`config.mk`:
```
export PLATFORM = sky130hd
export DESIGN_NAME = gpio_chg_port
export DESIGN_NICKNAME = d
export VERILOG_FILES = /design/src/rtl/gpio_chg_pkg.sv /design/src/rtl/gpio_chg_dp.sv /design/src/rtl/gpio_chg_ctrl.sv /design/src/rtl/gpio_chg_port.sv
export SDC_FILE = /design/constraint.sdc
export NUM_CORES = 1
export LEC_CHECK = 0
export BUFFER_PORTS_ARGS = -buffer_cell sky130_fd_sc_hd__buf_2
export CAP_MARGIN = 20
export CORE_MARGIN = 2
export CORE_UTILIZATION = 46
export DETAILED_ROUTE_END_ITERATION = 7
export PLACE_DENSITY = 0.81
export SLEW_MARGIN = 5
export SYNTH_ARGS = -nofsm -noshare
export SYNTH_HDL_FRONTEND = slang
export SYNTH_SLANG_ARGS = --single-unit
export TNS_END_PERCENT = 10
```
`constraint.sdc`:
```
create_clock -name clk -period 1.25 [get_ports clk]
set_input_delay 0.0625 -clock clk [delete_from_list [all_inputs] [get_ports clk]]
set_output_delay 0.0625 -clock clk [all_outputs]
set_load 0.02 [all_outputs]
```
`src/rtl/gpio_chg_pkg.sv`:
```
package gpio_chg_pkg;

  // Register select codes seen on regSel
  typedef enum logic [2:0] {
    SEL_DIR   = 3'd0,
    SEL_ALT   = 3'd1,
    SEL_PORT  = 3'd2,
    SEL_ANA   = 3'd3,
    SEL_CHGEN = 3'd4
  } regSelE;

  // Strobes from control to datapath
  typedef struct packed {
    logic wrDir;
    logic wrAlt;
    logic wrPort;
    logic wrAna;
    logic wrChgEn;
  } ctlStrobeT;

endpackage

```
`src/rtl/gpio_chg_dp.sv`:
```
module gpio_chg_dp
  import gpio_chg_pkg::*;
#(
  parameter int WIDTH      = 8,
  parameter int DBG_LO     = 6,
  parameter int DBG_PINS   = 2,
  parameter int SYNC_DEPTH = 2
) (
  input  logic                clk,
  input  logic                rstN,
  input  ctlStrobeT           strobe,
  input  logic [WIDTH-1:0]    wdata,
  input  logic [WIDTH-1:0]    periphOut,
  input  logic [WIDTH-1:0]    padIn,
  input  logic                dbgEn,
  input  logic [DBG_PINS-1:0] dbgPinVal,
  output logic [WIDTH-1:0]    pinVal,
  output logic [WIDTH-1:0]    padOe,
  output logic [WIDTH-1:0]    padOut,
  output logic [WIDTH-1:0]    padPu,
  output logic [DBG_PINS-1:0] dbgPortBits,
  output logic [DBG_PINS-1:0] dbgDirBits,
  output logic [WIDTH-1:0]    anaBits,
  output logic                anyChg,
  output logic                chgEnAny
);

  localparam int DBG_HI = DBG_LO + DBG_PINS - 1;

  logic [WIDTH-1:0] dirReg, altReg, portReg, anaReg, chgEnReg;
  logic [WIDTH-1:0] rawIn, owned, effVal, prevVal, chgVec;
  logic [WIDTH-1:0] syncQ [SYNC_DEPTH];

  // Configuration registers
  always_ff @(posedge clk or negedge rstN) begin
    if (!rstN) begin
      dirReg   <= '0;
      altReg   <= '0;
      portReg  <= '0;
      anaReg   <= '0;
      chgEnReg <= '0;
    end else begin
      if (strobe.wrDir)   dirReg   <= wdata;
      if (strobe.wrAlt)   altReg   <= wdata;
      if (strobe.wrPort)  portReg  <= wdata;
      if (strobe.wrAna)   anaReg   <= wdata;
      if (strobe.wrChgEn) chgEnReg <= wdata;
    end
  end

  // Per-pin source selection and pad drive
  for (genvar i = 0; i < WIDTH; i++) begin : g_pin
    if (i >= DBG_LO && i <= DBG_HI) begin : g_dbg
      assign owned[i] = dbgEn;
      assign rawIn[i] = dbgEn ? dbgPinVal[i-DBG_LO] : padIn[i];
    end else begin : g_norm
      assign owned[i] = 1'b0;
      assign rawIn[i] = padIn[i];
    end
    assign padOe[i]  = dirReg[i] & ~owned[i];
    assign padOut[i] = dirReg[i] & ~owned[i] &
                       (altReg[i] ? periphOut[i] : portReg[i]);
    assign padPu[i]  = ~dirReg[i] & portReg[i] & ~owned[i];
  end

  // Input synchroniser chain
  always_ff @(posedge clk or negedge rstN) begin
    if (!rstN) begin
      for (int k = 0; k < SYNC_DEPTH; k++) syncQ[k] <= '0;
    end else begin
      syncQ[0] <= rawIn;
      for (int k = 1; k < SYNC_DEPTH; k++) syncQ[k] <= syncQ[k-1];
    end
  end

  assign effVal = syncQ[SYNC_DEPTH-1] & ~anaReg;

  always_ff @(posedge clk or negedge rstN) begin
    if (!rstN) prevVal <= '0;
    else       prevVal <= effVal;
  end

  assign chgVec      = (effVal ^ prevVal) & chgEnReg & ~anaReg;
  assign anyChg      = |chgVec;
  assign chgEnAny    = |chgEnReg;
  assign pinVal      = effVal;
  assign anaBits     = anaReg;
  assign dbgPortBits = portReg[DBG_LO +: DBG_PINS];
  assign dbgDirBits  = dirReg[DBG_LO +: DBG_PINS];

endmodule

```
`src/rtl/gpio_chg_ctrl.sv`:
```
module gpio_chg_ctrl
  import gpio_chg_pkg::*;
(
  input  logic       clk,
  input  logic       rstN,
  input  logic       regWe,
  input  logic [2:0] regSel,
  input  logic       pinRd,
  input  logic       anyChg,
  input  logic       chgEnAny,
  output ctlStrobeT  strobe,
  output logic       chgIrq
);

  logic pendQ;

  always_comb begin
    strobe = '0;
    if (regWe) begin
      case (regSelE'(regSel))
        SEL_DIR:   strobe.wrDir   = 1'b1;
        SEL_ALT:   strobe.wrAlt   = 1'b1;
        SEL_PORT:  strobe.wrPort  = 1'b1;
        SEL_ANA:   strobe.wrAna   = 1'b1;
        SEL_CHGEN: strobe.wrChgEn = 1'b1;
        default:   strobe = '0;
      endcase
    end
  end

  // A fresh change outranks a clearing read
  always_ff @(posedge clk or negedge rstN) begin
    if (!rstN)                  pendQ <= 1'b0;
    else if (anyChg)            pendQ <= 1'b1;
    else if (pinRd && chgEnAny) pendQ <= 1'b0;
  end

  assign chgIrq = pendQ;

endmodule

```
`src/rtl/gpio_chg_port.sv`:
```
module gpio_chg_port
  import gpio_chg_pkg::*;
#(
  parameter int WIDTH      = 8,
  parameter int DBG_LO     = 6,
  parameter int DBG_PINS   = 2,
  parameter int SYNC_DEPTH = 2
) (
  input  logic                clk,
  input  logic                rstN,
  input  logic                regWe,
  input  logic [2:0]          regSel,
  input  logic [WIDTH-1:0]    regWdata,
  input  logic                pinRd,
  output logic [WIDTH-1:0]    pinVal,
  output logic                chgIrq,
  input  logic [WIDTH-1:0]    periphOut,
  input  logic [WIDTH-1:0]    padIn,
  output logic [WIDTH-1:0]    padOe,
  output logic [WIDTH-1:0]    padOut,
  output logic [WIDTH-1:0]    padPu,
  input  logic                dbgEn,
  input  logic [DBG_PINS-1:0] dbgPinVal,
  output logic [DBG_PINS-1:0] dbgPortBits,
  output logic [DBG_PINS-1:0] dbgDirBits
);

  ctlStrobeT        strobe;
  logic             anyChg, chgEnAny;
  logic [WIDTH-1:0] anaBits;

  gpio_chg_ctrl u_ctrl (
    .clk(clk), .rstN(rstN), .regWe(regWe), .regSel(regSel), .pinRd(pinRd),
    .anyChg(anyChg), .chgEnAny(chgEnAny), .strobe(strobe), .chgIrq(chgIrq)
  );

  gpio_chg_dp #(
    .WIDTH(WIDTH), .DBG_LO(DBG_LO), .DBG_PINS(DBG_PINS), .SYNC_DEPTH(SYNC_DEPTH)
  ) u_dp (
    .clk(clk), .rstN(rstN), .strobe(strobe), .wdata(regWdata),
    .periphOut(periphOut), .padIn(padIn), .dbgEn(dbgEn), .dbgPinVal(dbgPinVal),
    .pinVal(pinVal), .padOe(padOe), .padOut(padOut), .padPu(padPu),
    .dbgPortBits(dbgPortBits), .dbgDirBits(dbgDirBits), .anaBits(anaBits),
    .anyChg(anyChg), .chgEnAny(chgEnAny)
  );

endmodule

```
# Word level (Yosys, flattened, before mapping)
# Index checks and enable logic that the tools add are counted.
[totals]
ff_bits = 65
latchBits = 0
ram_bits = 0
romBits = 0
inputBits = 34
wordCells = 70
n_memories = 0
[op_classes]
addsub = 0
n_mul = 0
div_mod_pow = 0
order_cmp = 0
n_eq_ne = 4
shifts = 0
mux = 18
bitwise = 34
n_reduce_logical = 5
[op_table]
columns = ["cell", "n"]
rows = [
  ["$and A8 B8 Y8", 3],
  ["$and A1 B1 Y1", 20],
  ["$mux W1", 17],
  ["$reduce_or A8 Y1", 2],
  ["$not A1 Y1", 9],
  ["$not A8 Y8", 1],
  ["$xor A8 B8 Y8", 1],
  ["$eq A3 B2 Y1 const B", 2],
  ["$mux W5", 1],
  ["$eq A3 B1 Y1 const B", 1],
  ["$eq A3 B3 Y1 const B", 1],
  ["$logic_not A3 Y1", 1],
  ["$reduce_bool A2 Y1", 1],
  ["$logic_and A1 B1 Y1", 1],
]

# Longest topological paths before layout
[logic_depth]
depth_word = 7
ltp_mapped = 4

# By module
# Synthesis repeated with hierarchy kept, for this count alone.
[unflattened]
hier_cells = 184
hier_area_um2 = 2615.0
[by_module_without_submodules]
columns = ["mod", "n_inst", "cells_per_inst", "area_per_inst_um2"]
rows = [
  ["gpio_chg_dp", 1, 175, 2518.7],
  ["gpio_chg_ctrl", 1, 9, 96.3],
]

# Worst setup path after synthesis
# Ideal clock, no wire load.
[synth_timing]
path_type = "register -> register"
startpoint = "register u_dp.chgEnReg[4]"
endpoint = "register u_ctrl.pendQ (netlist: u_ctrl.chgIrq)"
setup_time_ns = 0.068
arrival_time_ns = 1.289
t_required_ns = 1.182
path_slack_ns = -0.107
path_stages_with_launch = 5
n_path_buf = 0
period_less_slack_ns = 1.357
path_cell_list = "dfrtp_1 -> or4_2 -> o21ai_0 -> nand2_1 -> nand3_1"
[synth_via]
elab_chain_cells = 4
word_cells_on_any_way = 7
cone_classes = "mux (1); bitwise (2); reduce/logical (4)"
[synth_lines]
columns = ["item", "line", "rtl"]
rows = [
  ["from (decl)", "gpio_chg_dp.sv:30", "logic [WIDTH-1:0] dirReg, altReg, portReg, anaReg, chgEnReg;"],
  ["from (signal assigned)", "gpio_chg_dp.sv:47", "if (strobe.wrChgEn) chgEnReg <= wdata;"],
  ["$and A8 B8 Y8 (2 in series)", "gpio_chg_dp.sv:83", "assign chgVec = (effVal ^ prevVal) & chgEnReg & ~anaReg;"],
  ["$reduce_or A8 Y1", "gpio_chg_dp.sv:84", "assign anyChg = |chgVec;"],
  ["$mux W1 or $reduce_bool A2 Y1 (tied branches)", "n/a", ""],
  ["to (signal assigned)", "gpio_chg_ctrl.sv:33", "if (!rstN) pendQ <= 1'b0;"],
  ["to (signal assigned)", "gpio_chg_ctrl.sv:34", "else if (anyChg) pendQ <= 1'b1;"],
  ["to (signal assigned)", "gpio_chg_ctrl.sv:35", "else if (pinRd && chgEnAny) pendQ <= 1'b0;"],
  ["to (decl)", "gpio_chg_ctrl.sv:15", "logic pendQ;"],
]
# Parallel ways exist; a longest one is shown, timed or not.
# A chain may end at the register's enable or synchronous reset.

# Worst setup path in the final report
[layout_timing]
startpoint = "register u_dp.chgEnReg[6]"
endpoint = "register u_ctrl.pendQ (netlist: u_ctrl.chgIrq)"
# Same word-level chain as after synthesis.

==> flow_summary.yaml <==
cells_and_area:
  layout_commonest_cell: "buf_2"
  fin_area_um2: 3440
  final_cell_mix: "66 x buf_2, 65 x dfrtp_1, 42 x mux2_2, 21 x nor2b_1"
  fin_nets: 301
  multiInputGateArea_um2: 995
  fin_cells: 343
  layout-drive-gt1-share: 0.520
  syn2layout_area_growth_pct: 31.7
  diodes: 0
  seq_area_um2: 1630
  nFillCells: 430
synth:
  synth_xor_area_frac: 0.0268
  yosys.area.top_type: "dfrtp_1"
  synthCells: 174
  yosysSeqAreaShare: 0.622
  synth_compound_area_frac: 0.00191
  synth_top_family_by_area: "multiplexers"
  synthSimpleGateAreaFrac: 0.128
  synth_area_um2: 2610
  postSynthNetCount: 208
  synth_area_leaders: "dfrtp_1 62%, mux2_2 18%, nor2b_1 5.7%"
  yosysWarnings: 0
  syn_avg_cell_area_um2: 15.0
  ys_seq_elements: 65
  synth.distinct_cells: 18
  synth_top_area_share: 0.622
  synthMuxAreaShare: 0.212
  synth_fa_ha_area_frac: 0
detailed_routing:
  wirelength_mm: 5.00
  drc: 0
  final_antenna_net_count: 0
  vias_per_cell: 4.91
  vias: 1683
  drt_iter0_markers: 124
  wl_per_cell_um: 14.6
  firstDrtPassIters: 4
pwr:
  netSwitchingPower_mw: 1.64
  comb_power_share: 0.229
  pwr-share-seq: 0.472
  p_int_mw: 4.16
  clkPwrFrac: 0.299
  p_sw_frac: 0.283
  p_per_area_nw_per_um2: 1690
  leakage_nw: 1.59
  peakVddDrop_v: 0.00108
status:
  failed_checks: "negative setup slack"
  status: "finished with violations"
setup_path:
  r2r_setup_slack_ns: -0.003
  arrival_ns: 1.53
  r2r_start: "u_dp.chgEnReg[6]"
  critPathMaxFanout: 3
  critPathKind: "reg2reg"
  reg2reg_depth: 4
  cp_data_required_time_ns: 1.52
  start_kind: "flip-flop"
  r2r-end: "u_ctrl.chgIrq"
  end_kind: "flip-flop"
grt:
  grt-busiest-layer: "met2"
  use_met2: 0.263
  grt_use_met3: 0.0430
  antenna_found_initial: 0
  grtUsageTotal: 0.177
  gr-total-overflow: 0
  grt_max_degree: 32
  grt_pass1_wl_mm: 8.22
  met1_usage: 0.238
  grt_pass1_vias: 1668
placement:
  dp_hpwl_mm: 3.57
  placed_cells: 317
  io_buffers: 70
  place_ws_ns: -0.00556
  gp_congestion: 0.759
  place_area_um2: 3090
timing:
  period_share: 1.00
  fin_setup_tns_ns: -0.00313
  fmax_mhz: 798
  worstMarginPinSlew_ns: 0.410
  finalMaxSlewViolations: 0
  finalSetupViolCount: 1
  max_slew_margin: 0.727
  holdWs_ns: 0.0185
  rsz0062_at_grt: "yes"
  final-hold-violation-count: 0
  finClkSkew_ns: 0.00297
  setup_slack_ns: -0.00313
  period_minus_slack_ns: 1.25
clock_tree:
  cts_buffer_depth: 2
  clock-sinks: 65
  cts_root_buf: "clkbuf_8"
  post_cts_buffers: 0
  insertion_delay_ns: 0.34
  htreeDepth: 3
  cts_tree: "built"
  numCtsBuffers: 9
  clk_pin_slew_ns: 0.06
hold_path:
  whs_path_depth: 4
  hold_path_class: "in2reg"
  hold_end: "u_ctrl.chgIrq"
  worst_hold_startpoint: "pinRd"
floorplanning:
  ioPinCount: 71
  die_h_um: 79.4
  fp-row-count: 27
  start_util: 0.475
  fp.dieW_um: 79.4
  die_area_um2: 6300
  core_um2: 5510
run:
  drv_cap: 0
==> sequential cells by signal, summed over array words and instances, names as in the netlist <==
name / cells
u_dp.syncQ: 16
u_dp.portReg: 8
u_dp.altReg: 8
u_dp.prevVal: 8
u_dp.anaBits: 8
u_dp.dirReg: 8
u_ctrl.chgIrq: 1
u_dp.chgEnReg: 8
==> cell families after synthesis <==
logic type	Yosys count
DFF	65
muxes	50
and+or+nand+nor	46
xor gates and xnor gates	8
buffers and inverters	4
AOI/OAI and AO/OA	1
==> worst max-delay path by stage <==
| stage | from | to | slack, ns |
|---|---|---|---|
| 5_1_grt | u_dp.chgEnReg[6] | u_ctrl.chgIrq | -0.06 |
| 4_1_cts | u_dp.dirReg[6] | padOut[6] | -0.01 |
| 2_1_floorplan | u_dp.dirReg[6] | padOut[6] | -0.07 |
| 6_report | u_dp.chgEnReg[6] | u_ctrl.chgIrq | -0.003 |
| 3_3_place_gp | u_dp.chgEnReg[4] | u_ctrl.chgIrq | 0.04 |
| 3_5_place_dp | u_dp.chgEnReg[4] | u_ctrl.chgIrq | -0.006 |
==> power by group through the flow <==
stage / sequential, mW / combinational, mW / clock [mW]
after CTS: 2.74 / 1.31 / 1.79
after global placement: 2.75 / 1.24 / 0
final: 2.74 / 1.33 / 1.73
after floorplan: 2.78 / 0.790 / 0
after detailed placement: 2.78 / 1.27 / 0
after global routing: 2.79 / 1.44 / 1.89
==> cells in the mapped netlist, drive strengths merged <==
library cell	number
nand2	2
or4	2
nand3	1
nor4	2
o21ai	1
nor2b	24
mux2i	8
nor3b	10
nor3	1
dfrtp	65
and4bb	2
buf	4
xnor2	8
nand4b	1
mux2	42
nor4b	1
==> worst max-delay path, cell delays in order, from the launching register on <==
cell and delay [ns]:
dfrtp_1 0.39, or4_4 0.54, o21ai_2 0.14, nand2_1 0.06
nand3_1 0.07
==> metrics by stage <==
step                 util  total power, mW
floorplan               -             3.57
global placement    0.562             4.00
detailed placement  0.562             4.05
CTS                 0.620             5.84
global route        0.625             6.12
finish              0.625             5.80
==> timing repair <==
item	in CTS	in global routing
hold endpoints to repair	58	0
setup endpoints to repair	3	5
pin swaps	0	3
hold buffers	11	0
gates resized for setup	4	9
==> final cells by class <==
class | count | area share
tap | 72 | 0.0262
clock inverter | 3 | 0.0116
sequential | 65 | 0.472
multi-input combinational | 105 | 0.289
timing repair buffer | 86 | 0.156
clock buffer | 12 | 0.0451
==> per-layer routing <==
layer,vias up,routed length (um)
li1,794,-
met3,11,321
met1,822,2260
met4,0,99
met2,56,2320
met5,-,0
No activity file was read; power rests on OpenSTA's default activity.
